<file path="src/rtl/rdma_pkg.sv">
package rdma_pkg;

    typedef enum logic [1:0] {
        ST_IDLE = 2'd0,
        ST_REQ  = 2'd1,
        ST_XFER = 2'd2
    } rdma_state_e;

    localparam int unsigned WORD_BYTES = 2;

endpackage

</file>
<file path="src/rtl/rdma_wait_timer.sv">
module rdma_wait_timer #(
    parameter int unsigned WSW = 3
) (
    input  logic           clk,
    input  logic           rst,
    input  logic           load,
    input  logic [WSW-1:0] wait_val,
    output logic           done
);

    logic [WSW-1:0] cnt_d, cnt_q;

    always_comb begin
        cnt_d = cnt_q;
        if (load) begin
            cnt_d = wait_val;
        end else if (cnt_q != '0) begin
            cnt_d = cnt_q - WSW'(1);
        end
    end

    always_ff @(posedge clk) begin
        if (rst) cnt_q <= '0;
        else     cnt_q <= cnt_d;
    end

    assign done = (cnt_q == '0);

    // a loaded count reaches the timer in the next clock
    p_load_r7: assert property (@(posedge clk) disable iff (rst)
        load |=> (cnt_q == $past(wait_val)));

    // the wait count steps down by one per clock until zero
    p_countdown_r7: assert property (@(posedge clk) disable iff (rst)
        (!load && cnt_q != '0) |=> (cnt_q == $past(cnt_q) - WSW'(1)));

endmodule

</file>
<file path="src/rtl/rdma_addr_gen.sv">
module rdma_addr_gen #(
    parameter int unsigned AW   = 24,
    parameter int unsigned LENW = 16
) (
    input  logic            clk,
    input  logic            rst,
    input  logic            step,
    input  logic [AW-1:0]   cfg_base,
    input  logic [LENW-1:0] cfg_frame_words,
    output logic [AW-1:0]   addr
);
    import rdma_pkg::*;

    localparam int unsigned SHIFT = $clog2(WORD_BYTES);

    logic [LENW-1:0] idx_d, idx_q;
    logic [LENW:0]   idx_inc;
    logic            at_end;

    always_comb begin
        idx_inc = {1'b0, idx_q} + (LENW+1)'(1);
        at_end  = (idx_inc >= {1'b0, cfg_frame_words});
        idx_d   = idx_q;
        if (step) begin
            idx_d = at_end ? '0 : idx_inc[LENW-1:0];
        end
    end

    always_ff @(posedge clk) begin
        if (rst) idx_q <= '0;
        else     idx_q <= idx_d;
    end

    assign addr = cfg_base + AW'({idx_q, {SHIFT{1'b0}}});

    // a completed word moves the pointer one word forward
    p_advance_r9: assert property (@(posedge clk) disable iff (rst)
        (step && !at_end) |=> (idx_q == $past(idx_q) + LENW'(1)));

    // the pointer wraps to the frame start at the frame end
    p_wrap_r9: assert property (@(posedge clk) disable iff (rst)
        (step && at_end) |=> (idx_q == '0));

    // no word, no pointer movement
    p_hold_r9: assert property (@(posedge clk) disable iff (rst)
        !step |=> $stable(idx_q));

endmodule

</file>
<file path="src/rtl/rdma_burst_fsm.sv">
module rdma_burst_fsm #(
    parameter int unsigned SHORT_BURST = 8,
    parameter int unsigned LONG_BURST  = 16
) (
    input  logic clk,
    input  logic rst,
    input  logic lb_need,
    input  logic burst16,
    input  logic bus_gnt,
    input  logic wait_done,
    output logic bus_req,
    output logic drive,
    output logic start_acc,
    output logic word_done
);
    import rdma_pkg::*;

    localparam int unsigned CNTW = $clog2(LONG_BURST + 1);

    typedef struct packed {
        rdma_state_e     st;
        logic [CNTW-1:0] left;
    } fsm_t;

    fsm_t d, q;

    always_comb begin
        d         = q;
        start_acc = 1'b0;
        word_done = 1'b0;
        case (q.st)
            ST_IDLE: begin
                if (lb_need) begin
                    d.st   = ST_REQ;
                    d.left = burst16 ? CNTW'(LONG_BURST) : CNTW'(SHORT_BURST);
                end
            end
            ST_REQ: begin
                if (bus_gnt) begin
                    d.st      = ST_XFER;
                    start_acc = 1'b1;
                end
            end
            ST_XFER: begin
                if (wait_done) begin
                    word_done = 1'b1;
                    d.left    = q.left - CNTW'(1);
                    if (q.left == CNTW'(1)) begin
                        d.st = ST_IDLE;
                    end else if (!bus_gnt) begin
                        d.st = ST_REQ;
                    end else begin
                        start_acc = 1'b1;
                    end
                end
            end
            default: d.st = ST_IDLE;
        endcase
    end

    always_ff @(posedge clk) begin
        if (rst) q <= '{st: ST_IDLE, left: '0};
        else     q <= d;
    end

    assign bus_req = (q.st != ST_IDLE);
    assign drive   = (q.st == ST_XFER);

    // no request appears without the line buffer asking
    p_need_gate_r2: assert property (@(posedge clk) disable iff (rst)
        (q.st == ST_IDLE && !lb_need) |=> !bus_req);

    // ownership of the bus begins only after a grant
    p_grant_first_r3: assert property (@(posedge clk) disable iff (rst)
        $rose(drive) |-> $past(bus_gnt));

    // burst size taken from the configuration bit at burst start
    p_burst_size_r4: assert property (@(posedge clk) disable iff (rst)
        (q.st == ST_IDLE && lb_need) |=>
        (q.left == ($past(burst16) ? CNTW'(LONG_BURST) : CNTW'(SHORT_BURST))));

    // last word releases request and bus together
    p_last_release_r8: assert property (@(posedge clk) disable iff (rst)
        (drive && wait_done && q.left == CNTW'(1)) |=> (!bus_req && !drive));

    // withdrawn grant releases the bus but keeps the request
    p_withdraw_r10: assert property (@(posedge clk) disable iff (rst)
        (drive && wait_done && q.left > CNTW'(1) && !bus_gnt) |=> (bus_req && !drive));

    // an access in progress is never abandoned
    p_finish_access_r10: assert property (@(posedge clk) disable iff (rst)
        (drive && !wait_done) |=> drive);

endmodule

</file>
<file path="src/rtl/rdma_refresh_top.sv">
module rdma_refresh_top #(
    parameter int unsigned AW          = 24,
    parameter int unsigned LENW        = 16,
    parameter int unsigned WSW         = 3,
    parameter int unsigned DW          = 16,
    parameter int unsigned SHORT_BURST = 8,
    parameter int unsigned LONG_BURST  = 16
) (
    input  logic            clk,
    input  logic            rst,
    input  logic [AW-1:0]   cfg_base,
    input  logic [LENW-1:0] cfg_frame_words,
    input  logic            cfg_burst16,
    input  logic [WSW-1:0]  cfg_wait,
    input  logic            lb_need,
    output logic            bus_req,
    input  logic            bus_gnt,
    output logic            bus_drive,
    output logic [AW-1:0]   mem_addr,
    output logic            mem_cs_n,
    output logic            mem_oe_n,
    input  logic [DW-1:0]   mem_rdata,
    output logic [DW-1:0]   px_data,
    output logic            px_valid
);

    logic          start_acc;
    logic          word_done;
    logic          wait_done;
    logic          drive;
    logic [AW-1:0] ptr_addr;

    rdma_burst_fsm #(
        .SHORT_BURST (SHORT_BURST),
        .LONG_BURST  (LONG_BURST)
    ) fsm_i (
        .clk       (clk),
        .rst       (rst),
        .lb_need   (lb_need),
        .burst16   (cfg_burst16),
        .bus_gnt   (bus_gnt),
        .wait_done (wait_done),
        .bus_req   (bus_req),
        .drive     (drive),
        .start_acc (start_acc),
        .word_done (word_done)
    );

    rdma_wait_timer #(
        .WSW (WSW)
    ) timer_i (
        .clk      (clk),
        .rst      (rst),
        .load     (start_acc),
        .wait_val (cfg_wait),
        .done     (wait_done)
    );

    rdma_addr_gen #(
        .AW   (AW),
        .LENW (LENW)
    ) addr_i (
        .clk             (clk),
        .rst             (rst),
        .step            (word_done),
        .cfg_base        (cfg_base),
        .cfg_frame_words (cfg_frame_words),
        .addr            (ptr_addr)
    );

    assign bus_drive = drive;
    assign mem_addr  = drive ? ptr_addr : '0;
    assign mem_cs_n  = ~drive;
    assign mem_oe_n  = ~drive;
    assign px_data   = mem_rdata;
    assign px_valid  = word_done;

    // a word is only forwarded while the memory is being driven
    p_flyby_r5: assert property (@(posedge clk) disable iff (rst)
        px_valid |-> (bus_drive && !mem_oe_n));

    // the cycle after reset the block is idle
    p_reset_idle_r11: assert property (@(posedge clk)
        $past(rst) |-> (!bus_req && !bus_drive));

endmodule

</file>
<file path="config.mk">
export PLATFORM = sky130hd
export DESIGN_NAME = rdma_refresh_top
export DESIGN_NICKNAME = d
export VERILOG_FILES = /design/src/rtl/rdma_pkg.sv /design/src/rtl/rdma_wait_timer.sv /design/src/rtl/rdma_addr_gen.sv /design/src/rtl/rdma_burst_fsm.sv /design/src/rtl/rdma_refresh_top.sv
export SDC_FILE = /design/constraint.sdc
export NUM_CORES = 1
export LEC_CHECK = 0
export BUFFER_PORTS_ARGS = -buffer_cell sky130_fd_sc_hd__buf_4
export CAP_MARGIN = 5
export CELL_PAD_IN_SITES_DETAIL_PLACEMENT = 2
export CELL_PAD_IN_SITES_GLOBAL_PLACEMENT = 2
export CORE_ASPECT_RATIO = 0.5
export CORE_MARGIN = 4
export CORE_UTILIZATION = 30
export CTS_CLUSTER_SIZE = 10
export DETAILED_ROUTE_END_ITERATION = 8
export PLACE_DENSITY = 0.85
export SLEW_MARGIN = 40
export SYNTH_ARGS = -nofsm -noshare
export SYNTH_HDL_FRONTEND = slang
export SYNTH_SLANG_ARGS = --single-unit
</file>
<file path="constraint.sdc">
create_clock -name clk -period 7.55 [get_ports clk]
set_input_delay 1.51 -clock clk [delete_from_list [all_inputs] [get_ports clk]]
set_output_delay 1.51 -clock clk [all_outputs]
set_load 0.05 [all_outputs]
</file>
==> results.ini <==
[outcome]
outcome=finished clean

[power_and_ir_drop]
power_density_nw_per_um2=144
power.leakage_nw=1.73
total_power_consumption_mw=0.542
power.ir.vdd_worst_v=0.0000729

[setup_path]
setup.worst_path.end_class=primary output
r2r_worst_path_depth=12
crit_fanout=6
required_ns=6.04
ff2ff_setup_slack_ns=3.73
crit_path_start_kind=input pin
crit-reg2reg-capture=addr_i.idx_q[5]$_SDFFE_PP0P_
critical_path.reg2reg.startpoint=addr_i.idx_q[0]$_SDFFE_PP0P_
critPathKind=input pin to primary output
timing.critical_path.arrival_ns=3.91

[synthesis]
postSynthCellCount=405
synth.lib_cells_used.distinct=63
synth.cell_area_um2=3100
post-synth-top-area-fraction=0.169
cell_taking_the_most_area_after_synthesis=ha_1
yosys_warnings=0
ys_seq_area_frac=0.168
synth_top_flop_cell=dfxtp_1
yosys_register_bits=26
number_of_flops_mapped_to_enable_cells_by_yosys=0
top_cells_by_area_in_the_synthesized_netlist=ha_1, dfxtp_1, xnor2_1
synth_fp_nets=512
synth_commonest_cells=ha_1, nor2_1, inv_1
synth_async_sr_flop_share=0
postSynthAreaPerCell_um2=7.66

[timing]
worst_clock_skew_ns=0.00526
final-setup-viol-count=0
period_minus_slack_ns=5.42
max_slew.worst_pin.slew_ns=0.673
total_neg_setup_slack_ns=0
final_hold_viol_count=0
maxSlewViolCount=0
final.period_utilization=0.718
max_freq_ghz=0.185
grt_setup_unrepaired=no
slew_headroom=0.551
finalWorstSetupSlack_ns=2.13

[placement]
gpl.final_weighted_congestion=0.770
post-place-ws_ns=2.13
port-buffer-count=76
post-place-cells=590
hpwl_um=8830

[hold_path]
hp-start=fsm_i.q[5]$_SDFFE_PP0P_
hold_depth=2
worst_hold_path_type=flop to flop
holdPathEnd=fsm_i.q[5]$_SDFFE_PP0P_

[cells_and_area]
final-instance-count-excl-fill=594
fin_nets=567
fill_cells=1159
num_antenna_cells=0
seq_area_um2=520
multi_input_area_um2=2290
syn_to_final_growth_pct=21.3
post_route_cells_drive_above_1_share=0.205

[cts]
clock_tree.buffer_depth=2
cts.clk_slew.worst_paths_ns=0.07
cts.sink_count=26
cts_resized=0
ctsRootBufferMaster=clkbuf_16
cts.repair_timing.setup_buffer_count=0
postCtsHoldBufs=0
clk-insertion-delay-late_ns=0.26
number_of_buffers_created_by_cts=3
ctsHtreeMaxLevel=1
cts_tree=yes

[route]
first_iter_violations=122
detailroute.via_count=3126
drt_first_pass_iters=4
remaining_drc_errors=0
final_antenna_violating_net_count=0
avgRoutedWirePerCell_um=17.8
vias_per_cell=5.26
drt-total-wl_um=10600

[global_routing]
grt_pass1_wl_um=17500
grt_pass1_vias=3445
grt_overflow_total=0
antenna_violations_before_repair=0
largest_net_degree_at_the_start_of_global_routing=28
gr-usage-all-layers=0.173

[die]
die_y_um=79.9
placement_rows=25
die_width_um=152
core_area_um2=9760
start_util=0.318
design.die.area_um2=12100
pin_count=109

[run]
cap_viol_max_count=0

==> worst max-delay path, cell delays in order <==
cell and delay (ns):
buf_4 0.11, ha_1 0.22, fa_1 0.44, a211oi_1 0.30, o21a_1 0.30, o21ai_0 0.21, a311oi_1 0.39, xor2_1 0.17
nor2_1 0.05, buf_4 0.21
==> cell families (layout without fill, tap and decap cells) <==
kind of cell / Yosys count / in the layout / share of synthesized area
AND/OR/NAND/NOR: 137 / 137 / 0.223
AO/OA/AOI/OAI: 105 / 105 / 0.237
buffers and inverters: 59 / 113 / 0.0948
adder cells (fa/ha/maj): 43 / 43 / 0.176
XOR/XNOR: 27 / 27 / 0.0762
flip-flops: 26 / 26 / 0.168
multiplexers: 8 / 8 / 0.0262
==> layout by cell type (no fill, tap or decap), drive strengths merged, types with 12 or more instances in the layout <==
cell type and n:
buf 76, ha 42, nor2 42, inv 33, a21oi 27, nand2 26
dfxtp 26, nand3 21, o21ai 20, xnor2 19, a22o 12
==> report_power, final <==
group,total [mW],internal [mW],switching [mW]
registers,0.167,0.152,0.0144
clock network,0.132,0.0812,0.0503
logic,0.244,0.0961,0.148
total,0.542,0.330,0.212
==> area by class of cell <==
class                           instances  area share
Timing Repair Buffer                   76       0.152
Tap cell                              135      0.0449
Sequential cell                        26       0.138
Clock buffer                            4      0.0236
Multi-Input combinational cell        320       0.609
Inverter                               33      0.0329
==> sequential cells by signal, summed over array words and instances, names as in the netlist <==
register       count
addr_i.idx_q      16
fsm_i.q            7
timer_i.cnt_q      3
==> metal layers <==
layer / GRT usage / routed length (um) / vias up
li1: - / - / 1552
met1: 0.225 / 5170 / 1519
met2: 0.314 / 4990 / 41
met3: 0.0249 / 330 / 14
met4: 0.0206 / 67 / 0
met5: 0 / 0 / -
==> through the flow <==
step | hold slack (ns) | area [um^2] | utilization
floorplan | 0.480 | 3100 | -
global placement | 0.509 | 3670 | 0.376
detailed placement | 0.526 | 3670 | 0.377
CTS | 0.536 | 3760 | 0.386
global route | 0.582 | 3760 | 0.386
finish | 0.528 | 3760 | 0.386
==> worst max path at each step <==
stage / slack (ns) / from / endpoint
after global placement: 2.19 / cfg_base[1] / mem_addr[13]
after floorplan: 2.15 / cfg_base[4] / mem_addr[16]
after detailed placement: 2.13 / cfg_base[1] / mem_addr[13]
final: 2.13 / cfg_base[1] / mem_addr[13]
after global routing: 1.90 / cfg_base[1] / mem_addr[13]
after CTS: 2.12 / cfg_base[1] / mem_addr[13]
(Power assumes the default switching activity.)
